$ cat config.mk
export PLATFORM = sky130hd
export DESIGN_NAME = mdio_cmd_engine
export DESIGN_NICKNAME = d
export VERILOG_FILES = /design/src/rtl/mdio_pkg.sv /design/src/rtl/mdio_ctrl.sv /design/src/rtl/mdio_dp.sv /design/src/rtl/mdio_cmd_engine.sv
export SDC_FILE = /design/constraint.sdc
export NUM_CORES = 1
export LEC_CHECK = 0
export CAP_MARGIN = 10
export CORE_MARGIN = 2
export CORE_UTILIZATION = 30
export CTS_BUF_LIST = sky130_fd_sc_hd__clkbuf_4 sky130_fd_sc_hd__clkbuf_8 sky130_fd_sc_hd__clkbuf_16
export CTS_CLUSTER_SIZE = 8
export DETAILED_ROUTE_END_ITERATION = 6
export GPL_ROUTABILITY_DRIVEN = 0
export GPL_TIMING_DRIVEN = 0
export SLEW_MARGIN = 30
export SYNTH_ARGS = -nofsm -noshare
export SYNTH_HDL_FRONTEND = slang
export SYNTH_HIERARCHICAL = 1
export SYNTH_SLANG_ARGS = --single-unit
$ cat constraint.sdc
create_clock -name clk -period 3.44 [get_ports clk]
set_input_delay 0.86 -clock clk [delete_from_list [all_inputs] [get_ports clk]]
set_output_delay 0.86 -clock clk [all_outputs]
set_load 0.02 [all_outputs]
$ cat src/rtl/mdio_pkg.sv
package mdio_pkg;
  typedef enum logic [1:0] {
    OP_RSV0  = 2'b00,
    OP_WRITE = 2'b01,
    OP_READ  = 2'b10,
    OP_RSV3  = 2'b11
  } mdioOp_e;

  localparam int FRAME_BITS = 64;
  localparam int CNT_W      = $clog2(FRAME_BITS);
  localparam int TA_BIT     = 46;
  localparam int DATA_BITS  = 16;

  typedef struct packed {
    logic load;
    logic shiftOut;
    logic sampleIn;
    logic finish;
  } mdioStrb_t;
endpackage

$ cat src/rtl/mdio_ctrl.sv
module mdio_ctrl
  import mdio_pkg::*;
#(
  parameter int HALF_DIV = 2
) (
  input  logic      clk,
  input  logic      rstN,
  input  logic      goPending,
  input  logic      opValid,
  input  logic      isRead,
  output mdioStrb_t strb,
  output logic      mdc,
  output logic      mdioOe
);
  localparam logic [CNT_W-1:0] LAST_BIT = CNT_W'(FRAME_BITS - 1);
  localparam logic [CNT_W-1:0] TA_IDX   = CNT_W'(TA_BIT);

  typedef enum logic {S_IDLE, S_RUN} state_e;
  state_e           state;
  logic             mdcQ;
  logic [CNT_W-1:0] bitCnt;
  logic             tick;
  logic             running;

  assign running = (state == S_RUN);

  generate
    if (HALF_DIV > 1) begin : g_div
      localparam int DW = $clog2(HALF_DIV);
      localparam logic [DW-1:0] DIV_LAST = DW'(HALF_DIV - 1);
      logic [DW-1:0] divCnt;
      always_ff @(posedge clk) begin
        if (!rstN || !running) divCnt <= '0;
        else if (divCnt == DIV_LAST) divCnt <= '0;
        else divCnt <= divCnt + 1'b1;
      end
      assign tick = running && (divCnt == DIV_LAST);

      mdc_step_chk: assert property (@(posedge clk) disable iff (!rstN)
        !$stable(mdcQ) |-> ($past(divCnt) == DIV_LAST || $past(state) == S_IDLE));
    end else begin : g_nodiv
      assign tick = running;
    end
  endgenerate

  always_comb begin
    strb          = '0;
    strb.load     = !running && goPending && opValid;
    strb.sampleIn = tick && !mdcQ;
    strb.shiftOut = tick && mdcQ && (bitCnt != LAST_BIT);
    strb.finish   = (!running && goPending && !opValid) ||
                    (tick && mdcQ && (bitCnt == LAST_BIT));
  end

  always_ff @(posedge clk) begin
    if (!rstN) begin
      state  <= S_IDLE;
      mdcQ   <= 1'b0;
      bitCnt <= '0;
    end else if (!running) begin
      mdcQ   <= 1'b0;
      bitCnt <= '0;
      if (strb.load) state <= S_RUN;
    end else if (tick) begin
      mdcQ <= ~mdcQ;
      if (mdcQ) begin
        if (bitCnt == LAST_BIT) state <= S_IDLE;
        else bitCnt <= bitCnt + 1'b1;
      end
    end
  end

  assign mdc    = mdcQ;
  assign mdioOe = running && (!isRead || bitCnt < TA_IDX);


  go_held_chk: assert property (@(posedge clk) disable iff (!rstN)
    running |-> goPending);

  rsv_quiet_chk: assert property (@(posedge clk) disable iff (!rstN)
    (!running && goPending && !opValid) |=> (!running && !mdc));

  idle_quiet_chk: assert property (@(posedge clk) disable iff (!rstN)
    !running |-> (!mdc && !mdioOe));
endmodule

$ cat src/rtl/mdio_dp.sv
module mdio_dp
  import mdio_pkg::*;
#(
  parameter int              ADDR_W    = 12,
  parameter logic [ADDR_W-1:0] CMD_ADDR  = 12'h680,
  parameter logic [ADDR_W-1:0] DATA_ADDR = 12'h681
) (
  input  logic              clk,
  input  logic              rstN,
  input  logic [ADDR_W-1:0] regAddr,
  input  logic              regWrEn,
  input  logic [31:0]       regWrData,
  output logic [31:0]       regRdData,
  input  mdioStrb_t         strb,
  output logic              goPending,
  output logic              opValid,
  output logic              isRead,
  output logic              mdioOut,
  input  logic              mdioIn
);
  logic                  goBit;
  logic [1:0]            opReg;
  logic [4:0]            phyReg;
  logic [4:0]            regReg;
  logic [31:0]           dataReg;
  logic [FRAME_BITS-1:0] txShift;
  logic [DATA_BITS-1:0]  rxShift;
  logic                  wrCmd;
  logic                  wrData;

  assign wrCmd  = regWrEn && !goBit && (regAddr == CMD_ADDR);
  assign wrData = regWrEn && !goBit && (regAddr == DATA_ADDR);

  always_ff @(posedge clk) begin
    if (!rstN) begin
      goBit   <= 1'b0;
      opReg   <= 2'b00;
      phyReg  <= '0;
      regReg  <= '0;
      dataReg <= '0;
      txShift <= '0;
      rxShift <= '0;
    end else begin
      if (wrCmd) begin
        goBit  <= regWrData[20];
        opReg  <= regWrData[17:16];
        phyReg <= regWrData[12:8];
        regReg <= regWrData[4:0];
      end
      if (wrData) dataReg <= regWrData;
      if (strb.load)
        txShift <= {32'hFFFF_FFFF, 2'b01, opReg, phyReg, regReg, 2'b10,
                    dataReg[DATA_BITS-1:0]};
      else if (strb.shiftOut)
        txShift <= {txShift[FRAME_BITS-2:0], 1'b1};
      if (strb.sampleIn) rxShift <= {rxShift[DATA_BITS-2:0], mdioIn};
      if (strb.finish) begin
        goBit <= 1'b0;
        if (isRead) dataReg[31:16] <= rxShift;
      end
    end
  end

  always_comb begin
    if (regAddr == CMD_ADDR)
      regRdData = {11'b0, goBit, 2'b0, opReg, 3'b0, phyReg, 3'b0, regReg};
    else if (regAddr == DATA_ADDR)
      regRdData = dataReg;
    else
      regRdData = '0;
  end

  assign goPending = goBit;
  assign opValid   = (opReg == OP_WRITE) || (opReg == OP_READ);
  assign isRead    = (opReg == OP_READ);
  assign mdioOut   = txShift[FRAME_BITS-1];


  busy_data_hold_chk: assert property (@(posedge clk) disable iff (!rstN)
    (goBit && regWrEn && !strb.finish) |=> $stable(dataReg));

  busy_cmd_hold_chk: assert property (@(posedge clk) disable iff (!rstN)
    (goBit && regWrEn) |=> ($stable(opReg) && $stable(phyReg) && $stable(regReg)));
endmodule

$ cat src/rtl/mdio_cmd_engine.sv
module mdio_cmd_engine
  import mdio_pkg::*;
#(
  parameter int                ADDR_W    = 12,
  parameter logic [ADDR_W-1:0] CMD_ADDR  = 12'h680,
  parameter logic [ADDR_W-1:0] DATA_ADDR = 12'h681,
  parameter int                HALF_DIV  = 2
) (
  input  logic              clk,
  input  logic              rstN,
  input  logic [ADDR_W-1:0] regAddr,
  input  logic              regWrEn,
  input  logic [31:0]       regWrData,
  output logic [31:0]       regRdData,
  output logic              mdc,
  output logic              mdioOut,
  output logic              mdioOe,
  input  logic              mdioIn
);
  mdioStrb_t strb;
  logic goPending, opValid, isRead;

  mdio_ctrl #(.HALF_DIV(HALF_DIV)) uCtrl (
    .clk(clk), .rstN(rstN), .goPending(goPending), .opValid(opValid),
    .isRead(isRead), .strb(strb), .mdc(mdc), .mdioOe(mdioOe)
  );

  mdio_dp #(.ADDR_W(ADDR_W), .CMD_ADDR(CMD_ADDR), .DATA_ADDR(DATA_ADDR)) uDp (
    .clk(clk), .rstN(rstN), .regAddr(regAddr), .regWrEn(regWrEn),
    .regWrData(regWrData), .regRdData(regRdData), .strb(strb),
    .goPending(goPending), .opValid(opValid), .isRead(isRead),
    .mdioOut(mdioOut), .mdioIn(mdioIn)
  );
endmodule

==> summary.txt, run 1 <==
Yosys
  – Synth top area cells: dfxtp_1 45%, mux2i_1 10%, mux2_2 6.4%
  – Warnings, synthesis: 6
  – Post-synth EDFFs: 0
  – Main synth FF type: dfxtp_1
  – Ys async rst share: 0%
  – Count of different cell masters after synthesis: 49
  – Area leader, netlist: dfxtp_1
  – Netlist Area Pre-Place: 5990 um^2
  – Syn_nets: 677
  – Post-synthesis sequential area ratio: 44.8%
  – Post-Synthesis Cells: 627
  – Top cell type's share of synthesized area: 44.8%
  – Synth Register Bits: 134
  – Mapped Avg Cell Area: 9.55 um^2

Pwr
  – Reg power frac: 43.6%
  – NetSw: 709 uW
  – Worst IR drop on VDD: 0.000321 V
  – PwrDens: 458 nW/um^2
  – Final Total Pwr: 3560 uW
  – P_int: 2850 uW
  – Clock Power Share: 53.3%
  – Switch share: 19.9%
  – Leakage: 0.00291 uW
  – Logic pwr share: 3.1%

Placed design
  – DP HPWL: 10,800 um
  – PortBufs: 82
  – Area post-placement: 7140 um^2

Route
  – Top Layer Used: met4
  – Detail Route Antenna Nets: 0
  – Metal3 WL: 550 um
  – Routed wl met2: 6750 um
  – Drt drc: 0
  – Vias: 4,696
  – Final WL: 15,500 um
  – Met1 Wirelength: 7990 um
  – 1st-iter DRT viols: 292
  – WL per Instance: 15.3 um
  – Vias per cell: 4.65
  – Drt first pass iters: 5

Clock network
  – TritonCTS Buffers: 17
  – CTS H-tree lvls: 4
  – Skew-Pair Late Insertion Delay: 420 ps
  – Worst-path clk slew: 50 ps
  – Root Driver: clkbuf_16
  – CTS tree: yes
  – CTS Hold Buffers Added: 0
  – Maximum clock path buffer count: 2
  – CTS Sinks: 134

Timing
  – Clock skew: 8.02 ps
  – Hold Vio Cnt, Final: 0
  – Period utilization: 98.3%
  – RSZ-0062 raised after global routing: false
  – Max Slew Vio Count: 0
  – Actual slew at the worst max-slew pin: 665 ps
  – Count of final setup violators: 0
  – Highest clock rate: 0.296 GHz
  – Setup TNS: 0 ps
  – Max_slew headroom: 55.5%
  – Fin crit period: 3380 ps

Finish
  – Most frequent cells in the layout: 134 x dfxtp_1, 96 x nand2_1, 60 x mux2i_1, 47 x clkdlybuf4s50_1, 47 x and2_1
  – Final instance area: 7780 um^2
  – Most common cell after layout, fill and taps aside: dfxtp_1
  – Antenna fix cells: 0
  – Share of cells above drive strength 1: 19.5%
  – Reg area: 2680 um^2
  – Fillers: 2,002
  – Post-layout net count: 782
  – Multi-input logic area: 3070 um^2
  – Layout area overhead: 29.8%

Die
  – Die W: 145 um
  – I/O pin count: 83
  – Chip height: 145 um
  – Num rows: 51
  – Total die area: 21,100 um^2
  – Initial Util: 30.7%
  – Core Region: 19,500 um^2

Setup path
  – Worst EP arrival: 2520 ps
  – R2R depth: 8
  – Crit-path max FO: 8
  – Crit-path cells: clkdlybuf4s50_1 -> nor3_2 -> and4_4 -> buf_8 -> and2_1 -> clkdlybuf4s15_2
  – CP required: 2580 ps
  – Worst setup SP type: input port
  – Critical Path Sink Type: primary output
  – Slowest cell on crit path: clkdlybuf4s50_1
  – Critical path class: in -> out
  – Crit path largest cell delay: 430 ps

Global routing
  – Antenna violations before repair: 0
  – Pin count of the biggest net entering global routing: 17
  – Gr usage total: 14.8%
  – Grt ovf: 0
  – First-pass GRT wire length: 24,600 um
  – Vias in the first global route: 4,528

Min path
  – Worst Hold Depth: 2
  – Min-delay worst type: reg -> reg

Run status
  – Status: completed

Run
  – Max-Cap Viols: 0
-- metrics by stage --
step,setup slack [ps],hold WS (ps),utilization [%],std cells
2_1_floorplan,645,435,-,627
3_3_place_gp,-807,449,36.6,974
3_5_place_dp,-820,458,36.6,974
4_1_cts,0.226,464,39.5,1008
5_1_grt,8.60,483,39.8,1010
6_report,57.5,465,39.8,1010
-- cells by family after synthesis --
family / after synthesis / synth area share, %
xor gates and xnor gates: 1 / 0.146
AOI/OAI and AO/OA: 136 / 15.6
DFF: 134 / 44.8
and+or+nand+nor: 207 / 18.0
muxes: 94 / 16.4
adders and majority gates: 2 / 0.418
buffers and inverters: 53 / 4.64
-- registers in the layout, summed over array words and instances, names as in the netlist --
signal              flops
uCtrl/running           1
uDp/txShift            64
uDp/rxShift            16
uDp/phyReg              5
uCtrl/g_div.divCnt      1
uCtrl/mdc               1
uDp/regReg              5
uCtrl/bitCnt            6
uDp/goPending           1
uDp/dataReg            32
uDp/opReg               2
-- layer usage --
metal | GRT usage [%] | up-vias
met1 | 21.3 | 2193
met5 | 0 | -
met2 | 21.8 | 104
met4 | 4.75 | 0
met3 | 3.14 | 15
li1 | - | 2384
-- Yosys cell counts (3+ instances only) --
library cell,n
dfxtp_1,134
nand2_1,96
mux2i_1,60
and2_1,47
o21ai_0,43
o21a_1,35
mux2_2,34
clkbuf_1,28
nor2b_1,28
a31oi_1,18
a22o_1,13
buf_2,12
a21boi_1,9
nand3_1,6
nor2_1,6
a21boi_2,5
buf_4,4
inv_1,3
nand2b_1,3
nand4_1,3
nor3_1,3
-- worst max-delay path, delay by kind of cell --
family	cells	cell delay [ps]
simple gates	3	830
buf+inv	3	830
-- area by class of cell --
class,count,area share (%)
well taps,265,4.26
repair buffers,88,9.83
plain buffers,48,3.73
clock inverters,8,1.54
flip-flops and latches,134,34.5
clock buffers,24,6.47
multi-input cells,440,39.5
inverters,3,0.145
-- power by group through the flow --
stage	sequential [uW]	clock, uW	combinational, uW
3_5_place_dp	1590	0	111
3_3_place_gp	1590	0	112
2_1_floorplan	1590	0	32.0
5_1_grt	1550	2010	119
6_report	1550	1900	112
4_1_cts	1550	1930	112
-- final timing paths --
path,startpoint,to,slack (ps)
setup reg to reg,uCtrl/bitCnt[1]$_SDFFE_PP0P_,uDp/dataReg[28]$_SDFF_PN0_,1090
hold reg to reg,uDp/dataReg[30]$_SDFF_PN0_,uDp/dataReg[30]$_SDFF_PN0_,460
hold / removal,uDp/dataReg[30]$_SDFF_PN0_,uDp/dataReg[30]$_SDFF_PN0_,460
setup / recovery,regAddr[1],regRdData[15],60
-- what timing repair did --
item,CTS,global route
gates resized for setup,147,6
pin swaps,1,0
endpoints found under the setup margin,32,14
buffers inserted,4,1
cloned,0,1
No activity file was read; power rests on OpenSTA's default activity.
==> run 2, diff against run 1 <==
Settings changed: SLEW_MARGIN 30 to 10.
==> results of run 2 <==
No change in the layout: final DEF, timing and power equal those of run 1.
==> run 3, diff against run 2 <==
Settings changed: HOLD_SLACK_MARGIN set to 0.02.
==> results of run 3 <==
No change in the layout: final DEF, timing and power equal those of run 1.
